**src/rtl/bank_pkg.sv**
```systemverilog
package bank_pkg;
  typedef enum logic {
    SPLIT_CONTIG = 1'b0,
    SPLIT_ILV    = 1'b1
  } split_mode_e;
endpackage

```
**src/rtl/addr_split.sv**
```systemverilog
module addr_split
  import bank_pkg::*;
#(
  parameter int ADDR_W     = 20,
  parameter int BANK_BITS  = 3,
  parameter int BANK_DEPTH = 16,
  localparam int OFF_W = ADDR_W - BANK_BITS,
  localparam int IDX_W = $clog2(BANK_DEPTH)
) (
  input  logic [ADDR_W-1:0]    addr_i,
  input  logic                 ilv_i,
  output logic [BANK_BITS-1:0] bank_o,
  output logic [IDX_W-1:0]     idx_o
);
  split_mode_e      mode;
  logic [OFF_W-1:0] off;

  assign mode = split_mode_e'(ilv_i);

  always_comb begin
    if (mode == SPLIT_ILV) begin
      bank_o = addr_i[BANK_BITS-1:0];
      off    = addr_i[ADDR_W-1:BANK_BITS];
    end else begin
      bank_o = addr_i[ADDR_W-1:OFF_W];
      off    = addr_i[OFF_W-1:0];
    end
  end

  // reduced-depth banks alias on the low offset bits
  assign idx_o = IDX_W'(off % OFF_W'(BANK_DEPTH));
endmodule

```
**src/rtl/cs_decoder.sv**
```systemverilog
module cs_decoder #(
  parameter int SEL_W = 3,
  localparam int NOUT = 1 << SEL_W
) (
  input  logic             en_i,
  input  logic [SEL_W-1:0] sel_i,
  output logic [NOUT-1:0]  cs_no
);
  for (genvar i = 0; i < NOUT; i++) begin : g_out
    assign cs_no[i] = ~(en_i && (sel_i == SEL_W'(i)));
  end
endmodule

```
**src/rtl/mem_bank.sv**
```systemverilog
module mem_bank #(
  parameter int DATA_W     = 8,
  parameter int BANK_DEPTH = 16,
  localparam int IDX_W = $clog2(BANK_DEPTH)
) (
  input  logic              clk_i,
  input  logic              rst_ni,
  input  logic              cs_ni,
  input  logic              we_ni,
  input  logic [IDX_W-1:0]  idx_i,
  input  logic [DATA_W-1:0] wdata_i,
  output logic [DATA_W-1:0] rdata_o,
  output logic              drive_o
);
  logic [DATA_W-1:0] mem [BANK_DEPTH];
  logic [DATA_W-1:0] q;
  logic              vld;

  always_ff @(posedge clk_i or negedge rst_ni) begin
    if (!rst_ni) begin
      for (int i = 0; i < BANK_DEPTH; i++) mem[i] <= '0;
      q   <= '0;
      vld <= 1'b0;
    end else begin
      q   <= '0;
      vld <= 1'b0;
      if (!cs_ni) begin
        if (!we_ni) begin
          mem[idx_i] <= wdata_i;
        end else begin
          q   <= mem[idx_i];
          vld <= 1'b1;
        end
      end
    end
  end

  // deselected bank keeps bus at zero (models high impedance)
  assign rdata_o = q;
  assign drive_o = vld;

  AST_BANK_RD_CAUSE: assert property (@(posedge clk_i) disable iff (!rst_ni)
    drive_o |-> $past(!cs_ni && we_ni)) else $error("bank drove without read");
endmodule

```
**src/rtl/banked_mem_decoder.sv**
```systemverilog
module banked_mem_decoder #(
  parameter int ADDR_W     = 20,
  parameter int DATA_W     = 8,
  parameter int BANK_BITS  = 3,
  parameter int BANK_DEPTH = 16,
  localparam int NBANK = 1 << BANK_BITS,
  localparam int IDX_W = $clog2(BANK_DEPTH)
) (
  input  logic              clk_i,
  input  logic              rst_ni,
  input  logic [ADDR_W-1:0] addr_i,
  input  logic              ilv_i,
  input  logic              rd_i,
  input  logic              wr_i,
  input  logic [DATA_W-1:0] wdata_i,
  output logic [NBANK-1:0]  cs_no,
  output logic              we_no,
  output logic              conflict_o,
  output logic [DATA_W-1:0] rdata_o,
  output logic              rdata_vld_o,
  output logic              data_oe_o
);
  logic [BANK_BITS-1:0]         bank;
  logic [IDX_W-1:0]             idx;
  logic                         cmd_ok;
  logic [NBANK-1:0][DATA_W-1:0] bank_dout;
  logic [NBANK-1:0]             bank_drv;

  assign conflict_o = rd_i & wr_i;
  assign cmd_ok     = rd_i ^ wr_i;
  assign we_no      = ~(wr_i & ~rd_i);

  addr_split #(
    .ADDR_W(ADDR_W), .BANK_BITS(BANK_BITS), .BANK_DEPTH(BANK_DEPTH)
  ) u_split (
    .addr_i(addr_i), .ilv_i(ilv_i), .bank_o(bank), .idx_o(idx)
  );

  cs_decoder #(.SEL_W(BANK_BITS)) u_dec (
    .en_i(cmd_ok), .sel_i(bank), .cs_no(cs_no)
  );

  for (genvar b = 0; b < NBANK; b++) begin : g_bank
    mem_bank #(.DATA_W(DATA_W), .BANK_DEPTH(BANK_DEPTH)) u_bank (
      .clk_i(clk_i), .rst_ni(rst_ni),
      .cs_ni(cs_no[b]), .we_ni(we_no),
      .idx_i(idx), .wdata_i(wdata_i),
      .rdata_o(bank_dout[b]), .drive_o(bank_drv[b])
    );
  end

  // wired-OR bus merge; idle banks present zero
  always_comb begin
    rdata_o = '0;
    for (int b = 0; b < NBANK; b++) rdata_o = rdata_o | bank_dout[b];
  end

  assign rdata_vld_o = |bank_drv;
  assign data_oe_o   = |bank_drv;

  AST_IDLE_DESELECT: assert property (@(posedge clk_i) disable iff (!rst_ni)
    (!rd_i && !wr_i) |-> (&cs_no && we_no)) else $error("select while idle");
  AST_CONFLICT_BLOCK: assert property (@(posedge clk_i) disable iff (!rst_ni)
    (rd_i && wr_i) |-> (&cs_no && we_no && conflict_o)) else $error("conflict not blocked");
  AST_SINGLE_CS: assert property (@(posedge clk_i) disable iff (!rst_ni)
    (rd_i ^ wr_i) |-> ($countones(~cs_no) == 1)) else $error("not one select");
  AST_WE_ONLY_WRITE: assert property (@(posedge clk_i) disable iff (!rst_ni)
    !we_no |-> (wr_i && !rd_i)) else $error("we without write");
  AST_BUS_ONE_DRIVER: assert property (@(posedge clk_i) disable iff (!rst_ni)
    $onehot0(bank_drv)) else $error("bus contention");
  AST_RD_LATENCY: assert property (@(posedge clk_i) disable iff (!rst_ni)
    (rd_i && !wr_i) |=> rdata_vld_o) else $error("read data late");
endmodule

```
**config.mk**
```make
export PLATFORM = sky130hd
export DESIGN_NAME = banked_mem_decoder
export DESIGN_NICKNAME = d
export VERILOG_FILES = /design/src/rtl/bank_pkg.sv /design/src/rtl/addr_split.sv /design/src/rtl/cs_decoder.sv /design/src/rtl/mem_bank.sv /design/src/rtl/banked_mem_decoder.sv
export SDC_FILE = /design/constraint.sdc
export NUM_CORES = 2
export LEC_CHECK = 0
export ABC_AREA = 1
export ABC_CLOCK_PERIOD_IN_PS = 1000
export BUFFER_PORTS_ARGS = -buffer_cell sky130_fd_sc_hd__buf_2
export CORE_ASPECT_RATIO = 0.9
export CORE_UTILIZATION = 45
export DETAILED_ROUTE_END_ITERATION = 10
export PLACE_DENSITY = 0.6
export SLEW_MARGIN = 15
export SYNTH_ARGS = -nofsm -noshare
export SYNTH_HDL_FRONTEND = slang
export SYNTH_HIERARCHICAL = 1
export SYNTH_SLANG_ARGS = --single-unit
```
**constraint.sdc**
```tcl
create_clock -name clk_i -period 1 [get_ports clk_i]
set_input_delay 0.05 -clock clk_i [delete_from_list [all_inputs] [get_ports clk_i]]
set_output_delay 0.05 -clock clk_i [all_outputs]
set_load 0.005 [all_outputs]
```
# After elaboration in Yosys (flattened, before gate mapping)
# Index checks and enable logic that the tools add are counted.
# W data, S select, Z words.
word_totals:
  wordCells: 254
  regBits: 1096
  in_bits: 33
classes:
  n_bitwise: 21
  eq_ne: 7
  n_mux: 61
  order_cmp: 2
  reduce_logical: 19
op_table:
  columns: ["op", "n"]
  rows:
  - ["$bwmux W128", 8]
  - ["$mux W8", 33]
  - ["$bmux W8 S4", 8]
  - ["$or A8 B8 Y8", 7]
  - ["$demux W8 S4", 1]
  - ["$reduce_and A2 Y1", 8]
  - ["$eq A3 B3 Y1 const B", 4]
  - ["$not A1 Y1", 10]
  - ["$logic_and A1 B1 Y1", 9]
  - ["$mux W1", 9]
  - ["$reduce_or A8 Y1", 1]
  - ["$eq A3 B2 Y1 const B", 2]
  - ["$ge A5 B5 Y1 const B", 1]
  - ["$lt A5 B1 Y1 const B", 1]
  - ["$not A4 Y5", 1]
  - ["$mux W4", 1]
  - ["$eq A3 B1 Y1 const B", 1]
  - ["$logic_not A3 Y1", 1]
  - ["$mux W3", 1]
  - ["$and A1 B1 Y1", 2]
  - ["$xor A1 B1 Y1", 1]

# Logic depth before layout (Yosys ltp)
logic_depth:
  word_depth: 7
  mapped_depth: 15
  depth_no_buf: 12

# Hierarchy
# The synthesis kept the hierarchy.
by_module_without_submodules:
  columns: ["mod", "area_per_inst_um2", "seq_area_each_um2", "n_inst", "cells_per_inst"]
  rows:
  - ["mem_bank", 6263.5, 3428.3, 8, 836]
  - ["banked_mem_decoder", 550.5, 0.0, 1, 141]
  - ["addr_split", 93.8, 0.0, 1, 23]
  - ["cs_decoder", 73.8, 0.0, 1, 19]

# Worst setup path after synthesis
# Ideal clock, no wire load.
synth_timing:
  path_kind: "input to register"
  from: "in ilv_i"
  to: "reg g_bank[0].u_bank/mem[117] in the netlist's numbering"
  stages: 10
  path_slack_ns: -1.109
  arrival_time_ns: 1.975
  setup_time_ns: 0.134
  t_required_ns: 0.866
  n_path_buf: 2
  path_cell_list: "buf_6 > inv_2 > nand2_1 > nand2_1 > inv_2 > nor3_2 > nand2_1 > clkbuf_1 > nand2_1 > o21ai_0"
synth_between:
  elab_chain_cells: 7
synth_rtl:
  columns: ["element", "line_no", "source"]
  rows:
  - ["start, declared", "banked_mem_decoder.sv:12", "input logic ilv_i,"]
  - ["$mux W4 *", "addr_split.sv:21", "if (mode == SPLIT_ILV) begin"]
  - ["via idx[0]", "banked_mem_decoder.sv:24", "logic [IDX_W-1:0] idx;"]
  - ["$not A4 Y5 (implied by the code) *", "mem_bank.sv:29", "mem[idx_i] <= wdata_i;"]
  - ["$ge A5 B5 Y1 (implied by the code) / $lt A5 B1 Y1 (equally long branches)", "mem_bank.sv:29", null]
  - ["$logic_and A1 B1 Y1 (implied by the code)", "mem_bank.sv:29", null]
  - ["$mux W8 (implied by the code)", "mem_bank.sv:29", null]
  - ["$demux W8 S4 *", "mem_bank.sv:29", null]
  - ["$bwmux W128 *", "mem_bank.sv:29", null]
  - ["end signal, assigned by index", "mem_bank.sv:29", null]
  - ["end, declared", "mem_bank.sv:15", "logic [DATA_W-1:0] mem [BANK_DEPTH];"]
# The timed path passes the listed nets; every way through them passes the cells marked *.
# A chain may end at the register's enable or synchronous reset.

# Worst setup path after layout
layout_timing:
  from: "reg g_bank[0].u_bank.q[0]"
  to: "out rdata_o[0]"
layout_between:
  elab_chain_cells: 7
layout_rtl:
  columns: ["element", "line_no", "source"]
  rows:
  - ["start, declared", "mem_bank.sv:16", "logic [DATA_W-1:0] q;"]
  - ["start signal, assigned", "mem_bank.sv:31", "q <= mem[idx_i];"]
  - ["$or A8 B8 Y8 (7 in series)", "banked_mem_decoder.sv:55", "for (int b = 0; b < NBANK; b++) rdata_o = rdata_o | bank_dout[b];"]
  - ["end, declared", "banked_mem_decoder.sv:19", "output logic [DATA_W-1:0] rdata_o,"]
# Every way passes these cells.

==> out/summary.txt <==
Hold WS = -23.3 ps
I/O Buffers = 42
routed via count = 46178
Synth area leader = dfrtp_1
placed cell count = 8595
largest net degree at the start of global routing = 44
combinational power share = 11.4%
f_max = 552 MHz
HPWL Detailed = 103 mm
via density per instance = 5.15
Internal Power = 75.9 mW
Netlist cell types = 15
endpoints failing setup = 973
Synth top area share = 54.0%
Ys Warns = 6
power density cells = 1550 nW/µm²
1st-iter DRT viols = 3981
Fin. Hold Viols = 34
worst path cell trace = inv_1, nand2_1, nor2_2, nand2_2, buf_6
synthesized area = 50800 µm²
Clk pin slew, worst setup/hold paths = 60 ps
switching fraction of total power = 26.3%
most common cell after layout, fill and taps aside = nand2_1
final core occ = 59.6%
Nets = 7423
failing checks = negative hold slack, negative setup slack
TNS Setup = -123390 ps
clock share of power = 43.1%
crit-path max FO = 1
first-pass GRT wire length = 251 mm
status = finished with violations
CTS tree = done
worst-skew pair later-pin latency = 750 ps
register bit total from synthesis = 1096
HP Class = in2async
Worst Path Required = 950 ps
Max clock buf depth = 3
number of global-route vias before repair = 43747
Setup WS pre-CTS = -1140 ps
final cell count without fillers = 8962
TritonCTS buffer count = 115
peak supply drop = 1.28 mV
minimum clock period = 1810 ps
P_sw = 27.1 mW
Mean Syn Cell Area = 7.40 µm²
startpoint types = flop
row count = 116
Seq/Total Area, Yosys = 54.0%
Routed WL per cell = 18.1 µm
share of cells above drive strength 1 = 21.3%
Flop pwr share = 45.5%
RSZ-0062 raised after global routing = true
gr ovfl total = 0
kind of critical path = reg2out
# IOs = 53
global placement routability congestion = 0.900
Chip Height = 321 µm
starting density of the core = 45.5%
max cap viols = 0
most frequent cells in the layout = nand2_1 (3532), dfrtp_1 (1088), o21ai_0 (502)
initial antenna violation count = 7
CP max-delay cell = dfrtp_1
H-Tree Depth = 3
layout overhead on the synthesized area = 30.8%
slew margin rel. = 32.7%
largest cells by area after synthesis = dfrtp_1 (54%), nand2_1 (29%), o21ai_0 (6.7%)
CP Data Arrival Time = 1760 ps
Global Route Usage Sum = 27.9%
Final period util = 181%
Syn Inst Count = 6871
die width = 356 µm
CP max stage delay = 450 ps
DR pass1 iterations = 5
antenna viol nets, final = 0
worst slew pin tran = 1010 ps
CTS root buffer = clkbuf_16
leakage = 34.0 nW
Post-Synthesis Net Count = 6906
# DRC = 0
Core ar. = 112000 µm²
Critical Path Sink Type = output pin
clk sinks = 1096
Total Wirelength = 162 mm
die area = 114000 µm²
skew final = 32.8 ps
post-route setup slack = -810 ps
Slew Viols, Final = 0
-- final timing paths --
path	slack, ps	end	startpoint	cells past startpoint
min	-20	g_bank[2].u_bank/mem[104]	rst_ni	3
min in group clk_i	30	g_bank[1].u_bank/drive_o	addr_i[19]	8
max	-810	rdata_o[0]	g_bank[0].u_bank/rdata_o[0]	5
max reg2reg	-260	g_bank[3].u_bank/rdata_o[1]	g_bank[3].u_bank/mem[65]	9
max in group asynchronous	-600	g_bank[0].u_bank/mem[39]	rst_ni	4
min reg2reg	480	g_bank[6].u_bank/mem[17]	g_bank[6].u_bank/mem[17]	2
-- critical path, delay by kind of cell (launching register included) --
family,cells,cell delay [ps]
flops,1,450
buf+inv,2,260
simple gates,3,320
-- cell usage after synthesis --
| master | instances |
|---|---|
| nand2_1 | 3924 |
| buf_4 | 9 |
| o21ai_1 | 344 |
| buf_2 | 144 |
| buf_1 | 24 |
| inv_2 | 18 |
| dfrtp_1 | 1096 |
| inv_1 | 191 |
| nor2_1 | 189 |
| nor2_2 | 1 |
| nor3_2 | 32 |
| clkbuf_1 | 216 |
| o21ai_0 | 680 |
| ha_1 | 2 |
| buf_6 | 1 |
-- layer usage --
metal / vias to the layer above / wire length (µm) / global-route usage, %
met5: - / 13 / 0
met4: 2 / 4260 / 7.45
met3: 264 / 12200 / 6.00
met2: 1330 / 71900 / 42.1
met1: 22095 / 74100 / 40.6
li1: 22487 / - / -
-- cells by family after synthesis --
logic type	count (synthesis)	synth area share, %
DFF	1096	54.0
and+or+nand+nor	4146	31.0
buffers and inverters	603	4.89
AOI/OAI and AO/OA	1024	10.1
adders and majority gates	2	0.0492
-- registers in the layout, indices dropped and copies added, names as in the netlist --
register and cells:
g_bank.u_bank/drive_o 8, g_bank.u_bank/mem 1024, g_bank.u_bank/rdata_o 64
-- per-stage QoR --
step | area, µm² | power [mW]
floorplan | 51500 | 52.2
global placement | 57900 | 57.9
detailed placement | 57900 | 58.0
CTS | 64300 | 103
global route | 66500 | 107
finish | 66500 | 103
-- power groups by stage --
stage | Clock (mW) | Sequential [mW] | Combinational [mW]
5_1_grt | 47.0 | 47.0 | 12.8
3_5_place_dp | 0 | 47.6 | 10.5
3_3_place_gp | 0 | 47.5 | 10.3
4_1_cts | 45.3 | 46.8 | 11.2
2_1_floorplan | 0 | 47.3 | 4.90
6_report | 44.4 | 46.9 | 11.8
-- layout make-up --
cell class	count	area, µm²
diodes	2	5.00
clock buffers	173	3480
clock inverters	41	488
fillers	10012	45100
inverters	209	878
multi-input cells	5186	23700
flip-flops and latches	1096	27400
well taps	1475	1850
repair buffers	780	8620
-- timing repair --
item	in CTS	in global routing
hold buffers	13	8
hold endpoints to repair	1374	6
cloned	29	23
setup endpoints to repair	1072	1327
resized for setup	548	540
setup buffers	47	41
pin swaps	180	133
Power figures use the tool's default switching activity.
